File: src/rtl/vic_pkg.sv
// Package: shared constants and the vector computation for the two-level
// interrupt controller. Assumes source indices are ordered as the fixed
// tie-break order: ext0, tmr0, ext1, tmr1, serial.
package vic_pkg;
    localparam int NUM_SRC    = 5;
    localparam int NUM_EXT    = 2;
    localparam int NUM_TMR    = 2;
    localparam int VEC_W      = 16;
    localparam int VEC_BASE   = 3;
    localparam int VEC_STRIDE = 8;
    localparam int IDX_W      = $clog2(NUM_SRC);
    localparam int SER_IDX    = NUM_SRC - 1;

    // Vector address of a source index.
    function automatic logic [VEC_W-1:0] vec_of(input int idx);
        return VEC_W'(VEC_BASE + idx * VEC_STRIDE);
    endfunction
endpackage

File: src/rtl/vic_ext_trigger.sv
// One external interrupt pin: level or falling-edge detection.
// Assumes the pin is already synchronous to clk. The edge flag exists only in
// edge mode and is held until the controller clears it on acknowledge.
module vic_ext_trigger (
    input  logic clk,
    input  logic rst_n,
    input  logic edge_mode,
    input  logic pin_n,
    input  logic clr,
    output logic flag,
    output logic req
);
    logic prev_q;

    // Track pin history and latch falling edges while in edge mode.
    always_ff @(posedge clk) begin
        if (!rst_n) begin
            prev_q <= 1'b1;
            flag   <= 1'b0;
        end else begin
            prev_q <= pin_n;
            flag   <= edge_mode & ((flag & ~clr) | (prev_q & ~pin_n));
        end
    end

    // Request: latched flag in edge mode, raw low level otherwise.
    assign req = edge_mode ? flag : ~pin_n;

    assert_edge_sets_flag_R6: assert property (@(posedge clk) disable iff (!rst_n)
        (edge_mode && !pin_n && $past(pin_n)) |=> flag);

    assert_flag_holds_R6: assert property (@(posedge clk) disable iff (!rst_n)
        (edge_mode && flag && !clr) |=> flag);
endmodule

File: src/rtl/vic_arbiter.sv
// Picks the winning pending source: any high-priority source first, then the
// lowest index within the chosen group. Purely combinational.
module vic_arbiter #(
    parameter int N     = 5,
    parameter int IDX_W = $clog2(N)
) (
    input  logic [N-1:0]     pend,
    input  logic [N-1:0]     hi_mask,
    output logic             hit,
    output logic [IDX_W-1:0] win_idx,
    output logic             win_hi
);
    // Scan downwards so the lowest matching index is the one left standing.
    always_comb begin
        hit     = 1'b0;
        win_idx = '0;
        win_hi  = 1'b0;
        for (int i = N - 1; i >= 0; i--) begin
            if (pend[i] && hi_mask[i]) begin
                hit     = 1'b1;
                win_idx = IDX_W'(i);
                win_hi  = 1'b1;
            end
        end
        if (!win_hi) begin
            for (int i = N - 1; i >= 0; i--) begin
                if (pend[i]) begin
                    hit     = 1'b1;
                    win_idx = IDX_W'(i);
                end
            end
        end
    end
endmodule

File: src/rtl/vic_nest.sv
// In-service record for two priority levels. A return ends the highest active
// level; a push marks the level of the request just taken. The return is
// applied before the push when both occur in one cycle.
module vic_nest (
    input  logic clk,
    input  logic rst_n,
    input  logic push,
    input  logic push_hi,
    input  logic pop,
    output logic hi_act,
    output logic lo_act
);
    logic hi_nx, lo_nx;

    // Next in-service state: pop first, then push.
    always_comb begin
        hi_nx = hi_act;
        lo_nx = lo_act;
        if (pop) begin
            if (hi_act) hi_nx = 1'b0;
            else        lo_nx = 1'b0;
        end
        if (push) begin
            if (push_hi) hi_nx = 1'b1;
            else         lo_nx = 1'b1;
        end
    end

    // Register the in-service levels.
    always_ff @(posedge clk) begin
        if (!rst_n) begin
            hi_act <= 1'b0;
            lo_act <= 1'b0;
        end else begin
            hi_act <= hi_nx;
            lo_act <= lo_nx;
        end
    end

    assert_hi_rise_needs_push_R11: assert property (@(posedge clk) disable iff (!rst_n)
        $rose(hi_act) |-> $past(push && push_hi));
endmodule

File: src/rtl/vic_two_level.sv
// Top: two-level vectored interrupt controller for five sources. Assumes all
// inputs are synchronous to clk and that the CPU asserts irq_ack only for one
// cycle while irq_req is high. Source order: ext0, tmr0, ext1, tmr1, serial.
module vic_two_level
    import vic_pkg::*;
(
    input  logic               clk,
    input  logic               rst_n,
    input  logic               glb_en,
    input  logic [NUM_SRC-1:0] src_en,
    input  logic [NUM_SRC-1:0] src_pri,
    input  logic [NUM_EXT-1:0] ext_mode,
    input  logic [NUM_EXT-1:0] ext_pin_n,
    input  logic [NUM_TMR-1:0] tmr_ovf,
    input  logic               ser_flag,
    input  logic               irq_ack,
    input  logic               irq_ret,
    output logic               irq_req,
    output logic [VEC_W-1:0]   irq_vec,
    output logic [NUM_TMR-1:0] tmr_clr,
    output logic [NUM_EXT-1:0] ext_flag
);
    logic [NUM_SRC-1:0] src_req;
    logic [NUM_SRC-1:0] pend;
    logic [NUM_EXT-1:0] ext_clr;
    logic               hit, win_hi, take, hi_act, lo_act;
    logic [IDX_W-1:0]   win_idx;

    // External pins sit at even indices, timers at odd ones.
    for (genvar k = 0; k < NUM_EXT; k++) begin : g_ext
        vic_ext_trigger u_trig (
            .clk       (clk),
            .rst_n     (rst_n),
            .edge_mode (ext_mode[k]),
            .pin_n     (ext_pin_n[k]),
            .clr       (ext_clr[k]),
            .flag      (ext_flag[k]),
            .req       (src_req[2*k])
        );
        assign ext_clr[k] = take && (win_idx == IDX_W'(2*k));
    end

    for (genvar k = 0; k < NUM_TMR; k++) begin : g_tmr
        assign src_req[2*k+1] = tmr_ovf[k];
        assign tmr_clr[k]     = take && (win_idx == IDX_W'(2*k+1));
    end

    assign src_req[SER_IDX] = ser_flag;
    assign pend = src_req & src_en & {NUM_SRC{glb_en}};

    vic_arbiter #(.N(NUM_SRC), .IDX_W(IDX_W)) u_arb (
        .pend    (pend),
        .hi_mask (src_pri),
        .hit     (hit),
        .win_idx (win_idx),
        .win_hi  (win_hi)
    );

    // Offer the winner only if it outranks every level now in service.
    always_comb begin
        irq_req = hit && !hi_act && (!lo_act || win_hi);
        irq_vec = irq_req ? vec_of(int'(win_idx)) : '0;
    end

    assign take = irq_ack && irq_req;

    vic_nest u_nest (
        .clk     (clk),
        .rst_n   (rst_n),
        .push    (take),
        .push_hi (win_hi),
        .pop     (irq_ret),
        .hi_act  (hi_act),
        .lo_act  (lo_act)
    );

    assert_master_gate_R1: assert property (@(posedge clk) disable iff (!rst_n)
        irq_req |-> glb_en);

    assert_vec_aligned_R3: assert property (@(posedge clk) disable iff (!rst_n)
        irq_req |-> (irq_vec[2:0] == 3'b011));

    assert_tmr_clr_on_ack_R8: assert property (@(posedge clk) disable iff (!rst_n)
        (|tmr_clr) |-> (irq_ack && $onehot(tmr_clr)));

    assert_lo_only_hi_R9: assert property (@(posedge clk) disable iff (!rst_n)
        (lo_act && irq_req) |-> src_pri[win_idx]);

    assert_hi_blocks_all_R10: assert property (@(posedge clk) disable iff (!rst_n)
        hi_act |-> !irq_req);

    assert_ret_pops_hi_R11: assert property (@(posedge clk) disable iff (!rst_n)
        (irq_ret && hi_act) |=> !hi_act);
endmodule

File: config.mk
export PLATFORM = sky130hd
export DESIGN_NAME = vic_two_level
export DESIGN_NICKNAME = d
export VERILOG_FILES = /design/src/rtl/vic_pkg.sv /design/src/rtl/vic_ext_trigger.sv /design/src/rtl/vic_arbiter.sv /design/src/rtl/vic_nest.sv /design/src/rtl/vic_two_level.sv
export SDC_FILE = /design/constraint.sdc
export NUM_CORES = 1
export LEC_CHECK = 0
export BUFFER_PORTS_ARGS = -buffer_cell sky130_fd_sc_hd__buf_2
export CORE_AREA = 2 2 41 43
export CTS_BUF_LIST = sky130_fd_sc_hd__clkbuf_8
export CTS_CLUSTER_SIZE = 30
export DETAILED_ROUTE_END_ITERATION = 12
export DIE_AREA = 0 0 43 45
export PLACE_DENSITY = 0.92
export SYNTH_ARGS = -nofsm -noshare
export SYNTH_HDL_FRONTEND = slang
export SYNTH_SLANG_ARGS = --single-unit
File: constraint.sdc
create_clock -name clk -period 4.8 [get_ports clk]
set_clock_uncertainty 0.1 [all_clocks]
set_input_delay 0 -clock clk [delete_from_list [all_inputs] [get_ports clk]]
set_output_delay 0 -clock clk [all_outputs]
set_load 0.02 [all_outputs]
* Word level (Yosys, flattened, before mapping)
Cells that the tools add are included.
** Cells by class
- $add $sub $neg :: 1
- Multiply operators :: 0
- Divide/modulo/power cells :: 0
- $lt $le $gt $ge :: 0
- Equality and inequality tests :: 3
- Shift-type cells :: 0
- Muxes and demuxes :: 32
- Bitwise gates (word level) :: 14
- Reductions and logical operators :: 16
** Operators with widths (count)
- $mux W3 :: 11
- $mux W1 :: 20
- $logic_and A1 B1 Y1 :: 12
- $and A5 B5 Y5 :: 2
- $add A2 B6 Y7 const A :: 1
- $mux W7 :: 1
- $and A1 B1 Y1 :: 6
- $eq A3 B2 Y1 const B :: 2
- $not A1 Y1 :: 4
- $eq A3 B1 Y1 const B :: 1
- $logic_not A3 Y1 :: 1
- $logic_not A1 Y1 :: 2
- $or A1 B1 Y1 :: 2
- $logic_or A1 B1 Y1 :: 1
** Storage, ports and cells
- Flip-flop bits (word level) :: 6
- Bits in latches :: 0
- Bits in writable memories :: 0
- Memory bits (read-only) :: 0
- Output and inout bits :: 21
- Logic and storage cells :: 72
- Memories kept :: 0

* Depth between registers and ports, before layout
- Word-level depth :: 22
- Depth in mapped cells :: 8

* Cells and area by module
A second synthesis with hierarchy kept.
** Unflattened totals
- Cell total of the unflattened synthesis :: 83
- Area total of the unflattened synthesis :: 669.4 um^2
** By module, submodules not included
- vic_two_level :: instances 1, cells each 37, area each 284.0 um^2, seq. area each 0.0 um^2
- vic_ext_trigger :: instances 2, cells each 9, area each 80.1 um^2, seq. area each 40.0 um^2
- vic_arbiter :: instances 1, cells each 19, area each 141.4 um^2, seq. area each 0.0 um^2
- vic_nest :: instances 1, cells each 9, area each 83.8 um^2, seq. area each 40.0 um^2

* Least setup slack after synthesis
OpenSTA, ideal clock, no wires.
- Path type :: register to output
- Start :: register g_ext[0].u_trig.flag
- End :: output irq_vec[0]
- Arrival :: 1879 ps
- Data required time :: 4700 ps
- Path slack :: 2821 ps
- Cell stages (with the launch flop) :: 8
- Buffers on the path :: 1
- Path through :: dfxtp_1 -> nand2b_1 -> and4_1 -> a2111o_1 -> or2_1 -> o21bai_2 -> inv_1 -> buf_4
** On the way
- Cells in the longest elaborated chain, start to end :: 9
- Elaborated cells between the ends (all ways) :: 11
- Classes of those cells :: mux (5); bitwise (2); reduce/logical (4)
** Ends and longest elaborated chain
- start: declaration :: RTL line vic_ext_trigger.sv:10 : output logic flag,
- start signal: assignment :: RTL line vic_ext_trigger.sv:22 : flag <= edge_mode & ((flag & ~clr) | (prev_q & ~pin_n));
- $mux W1 (*) :: RTL line vic_ext_trigger.sv:27 : assign req = edge_mode ? flag : ~pin_n;
- $and A5 B5 Y5 (*) (2 in series) :: RTL line vic_two_level.sv:49 : assign pend = src_req & src_en & {NUM_SRC{glb_en}};
- $logic_and A1 B1 Y1 :: RTL line vic_arbiter.sv:19 : if (pend[i] && hi_mask[i]) begin
- $mux W1 :: RTL line vic_arbiter.sv:19
- $mux W1 :: RTL line vic_arbiter.sv:25 : if (!win_hi) begin
- $logic_and A1 B1 Y1 :: RTL line vic_two_level.sv:61 : irq_req = hit && !hi_act && (!lo_act || win_hi);
- $logic_and A1 B1 Y1 (*) :: RTL line vic_two_level.sv:61
- net irq_req :: RTL line vic_two_level.sv:18 : output logic irq_req,
- $mux W7 (*) :: RTL line vic_two_level.sv:62 : irq_vec = irq_req ? vec_of(int'(win_idx)) : '0;
- end: declaration :: RTL line vic_two_level.sv:19 : output logic [VEC_W-1:0] irq_vec,
Mark *: on every way through the listed nets, which the timed path passes. The rest lies on a longest branch.

* Final worst setup path
- Start :: input ext_mode[0]
- End :: output irq_vec[0]
** On the way
- Cells in the longest elaborated chain, start to end :: 9
- Elaborated cells between the ends (all ways) :: 11
- Classes of those cells :: mux (5); bitwise (2); reduce/logical (4)
** Ends and longest elaborated chain
- start: declaration :: RTL line vic_two_level.sv:12 : input logic [NUM_EXT-1:0] ext_mode,
- $mux W1 (*) :: RTL line vic_ext_trigger.sv:27
- $and A5 B5 Y5 (*) (2 in series) :: RTL line vic_two_level.sv:49
- $logic_and A1 B1 Y1 :: RTL line vic_arbiter.sv:19
- $mux W1 :: RTL line vic_arbiter.sv:19
- $mux W1 :: RTL line vic_arbiter.sv:25
- $logic_and A1 B1 Y1 :: RTL line vic_two_level.sv:61
- $logic_and A1 B1 Y1 (*) :: RTL line vic_two_level.sv:61
- $mux W7 (*) :: RTL line vic_two_level.sv:62
Every way passes the cells marked *; elsewhere a longest branch is shown, timed or not.

==> impl_results.md <==
- CP peak stage delay: roughly 0.54 ns
- Max Cap Viol: 0
- Cell mode on critical path: buf_2
- Minimum clock period: around 2.4 ns
- Via density: about 5.1
- Syn. warnings: 0
- Cell Rows: 14
- CP arrival: 2.30 ns
- Internal cell power: between 0.1 and 0.15 mW
- IO Port Bufs: 31
- Gate power share: 0.369
- Post-DRT Antenna Nets: 0
- Final worst-path cycle share: 0.500
- Post-synth ARST share: 0
- F_max: roughly 0.42 GHz
- Initial antenna violation count: 0
- WP buf/inv: 4
- CP Launch Type: input pin
- Synth Register Bits: 6
- First-pass DRT Iterations: 4
- Synth-to-layout area growth: 32.2%
- DR iter-0 viols: 16
- CORE AREA: between 1000 and 1500 µm²
- Crit-path slowest cell: dlygate4sd3_1
- Path category of the worst min-delay check: input pin to flip-flop
- Seq/Total Area, Yosys: 0.184
- Setup violators final: 0
- Most used flip-flop cell after synthesis: dfxtp_1
- Final Hold Vio Count: 0
- Initial Util: 0.443
- Clk_lat worst skew: around 0.22 ns
- Clock Tree Buf Depth: 2
- PD cells: approximately 240 nW/µm²
- Grt total ovfl: 0
- CP delay by family, top: buffers and inverters
- RSZ-0062 raised after global routing: false
- Pin count of the biggest net entering global routing: 10
- Worst-path maximum fanout: 4
- H-tree depth: 1
- Boundary pin count: 43
- Fraction of layout instances using a drive strength above 1: 0.306
- Post-synthesis instance area: roughly 650 µm²
- Flop2flop setup slack: about 2.8 ns
- DIE HEIGHT: ~45 µm
- TritonCTS clock tree: built
- DRC: 0
- Post-DP Area: between 700 and 800 µm²
- Peak supply drop: roughly 230 µV
- Flop pwr share: 0.265
- Post-CTS Resized: 0
- Routability cong.: approximately 0.79
- Most common cell after layout, fill and taps aside: buf_2
- Final slew viol count: 0
- Total power: between 0.2 and 0.25 mW
- NetSw: 0.0684 mW
- Clk network pwr share: 0.367
- Most frequent cells in the layout: buf_2, conb_1, nand2b_1, dlygate4sd3_1, nor2_1
- CP Capture Type: output pin
- Hold Slack: between 0.05 and 0.06 ns
- Synth Area per Inst: 7.41 µm²
- Clock Tree Root: clkbuf_8
- First-pass GRT wire length: between 2 and 3 mm
- ANT cells: 0
- Die area: 1940 µm²
- Number of CTS-inserted buffers: 3
- Post-CTS Setup Bufs: 0
- Total Wirelength: about 1.6 mm
- EDFF count, synth: 0
- Sum Neg Setup Slack: 0 ns
- Critical path class: input pin to output pin
- Required time worst endpoint: approximately 4.7 ns
- Switching Share: 0.333
- Reg2Reg Depth: 6
- Synth cell types: 33
- Sink Count: 6
- Critical Path Stages: 9
- Cells after Synth: just under 90
- Critical path destination: irq_vec[0]
- Vias in the first global route: around 640
- Critical path origin: ext_mode[0]
- Vias: 714
- R2R Path Start: g_ext[0].u_trig.flag
- WL/cell: 11.6 µm
- LEAKAGE: around 0.43 nW
- Dpl hpwl: around 1.3 mm
- Clock slew at reported path FFs: approximately 0.030 ns
- GRT Total Usage: 0.174
- Design Area, Final: ~860 µm²
- Worst path cell trace: dlygate4sd3_1, buf_2, nand2b_1, and4_1, a2111o_1, or2_1, o21bai_2, inv_1, buf_2
- Run status: completed
- Fin nets: 148
- Die X: approximately 43 µm
- Reg-to-Reg End: g_ext[1].u_trig.flag
[cell usage after synthesis, types with 2 or more instances]
library cell,count,area [µm²]
nor2_1,7,26.3
and3_4,2,22.5
nor3_1,2,10.0
and4_1,2,17.5
dfxtp_1,6,120
and2_1,3,18.8
inv_1,3,11.3
a31oi_1,2,12.5
nand3_1,4,20.0
nand2b_1,8,50.1
nand4_1,2,12.5
a21oi_1,3,15.0
nand2_1,6,22.5
nor2b_1,5,31.3
buf_4,15,113
[timing repair]
item,4_1_cts,5_1_grt
endpoints found under the hold margin,6,0
hold buffers,8,0
endpoints found under the setup margin,0,0
[per-layer routing]
layer,part of all wire,GRT usage
met5,0,0
met4,0.014,0.0909
met3,0.064,0.0200
met2,0.53,0.355
met1,0.40,0.171
[flip-flops by register name (all words and copies together), names as in the netlist]
name                 cells
u_nest.lo_act            1
g_ext.u_trig.flag        2
u_nest.hi_act            1
g_ext.u_trig.prev_q      2
[tightest hold or removal path, delay by kind of cell]
family / cells / cell delay [ns]
AND/OR/NAND/NOR: 1 / 0.10
buffers and inverters: 2 / 0.15
AO/OA/AOI/OAI: 1 / 0.08
[worst min-delay path by stage]
| stage | endpoint | depth (start not counted) | from | slack (ns) |
|---|---|---|---|---|
| after floorplan | g_ext[0].u_trig.prev_q | 1 | rst_n | -0.03 |
| after global placement | g_ext[1].u_trig.prev_q | 2 | ext_pin_n[1] | 0.11 |
| after detailed placement | g_ext[1].u_trig.prev_q | 2 | ext_pin_n[1] | 0.11 |
| after CTS | u_nest.hi_act | 4 | irq_ret | 0.06 |
| after global routing | u_nest.hi_act | 4 | irq_ret | 0.08 |
| final | u_nest.hi_act | 4 | irq_ret | 0.05 |
[metrics by stage]
stage,cells,setup slack [ns],utilization
global route,140,2.31,0.586
finish,140,2.40,0.586
CTS,140,2.41,0.586
global placement,129,2.88,0.503
detailed placement,129,2.79,0.503
floorplan,98,2.82,-
[layout make-up]
| type | count | area, µm² |
|---|---|---|
| Clock buffer | 3 | 41.3 |
| Fill cell | 142 | 609 |
| Inverter | 3 | 11.3 |
| Multi-Input combinational cell | 73 | 434 |
| Sequential cell | 6 | 120 |
| Tap cell | 16 | 20.0 |
| Timing Repair Buffer | 39 | 235 |
[cells by family after synthesis]
group                  after synthesis  share of synthesized area
flip-flops                           6                      0.184
AND/OR/NAND/NOR                     44                      0.386
AO/OA/AOI/OAI                       18                      0.217
buffers and inverters               19                      0.207
other                                1                    0.00575
[power by group through the flow]
stage,Clock (mW),Combinational [mW],Sequential (mW)
6_report,0.0753,0.0757,0.0544
5_1_grt,0.0780,0.0820,0.0547
4_1_cts,0.0770,0.0752,0.0543
3_5_place_dp,0,0.0701,0.0551
3_3_place_gp,0,0.0690,0.0549
2_1_floorplan,0,0.0604,0.0547
No activity file was read; power rests on OpenSTA's default activity.
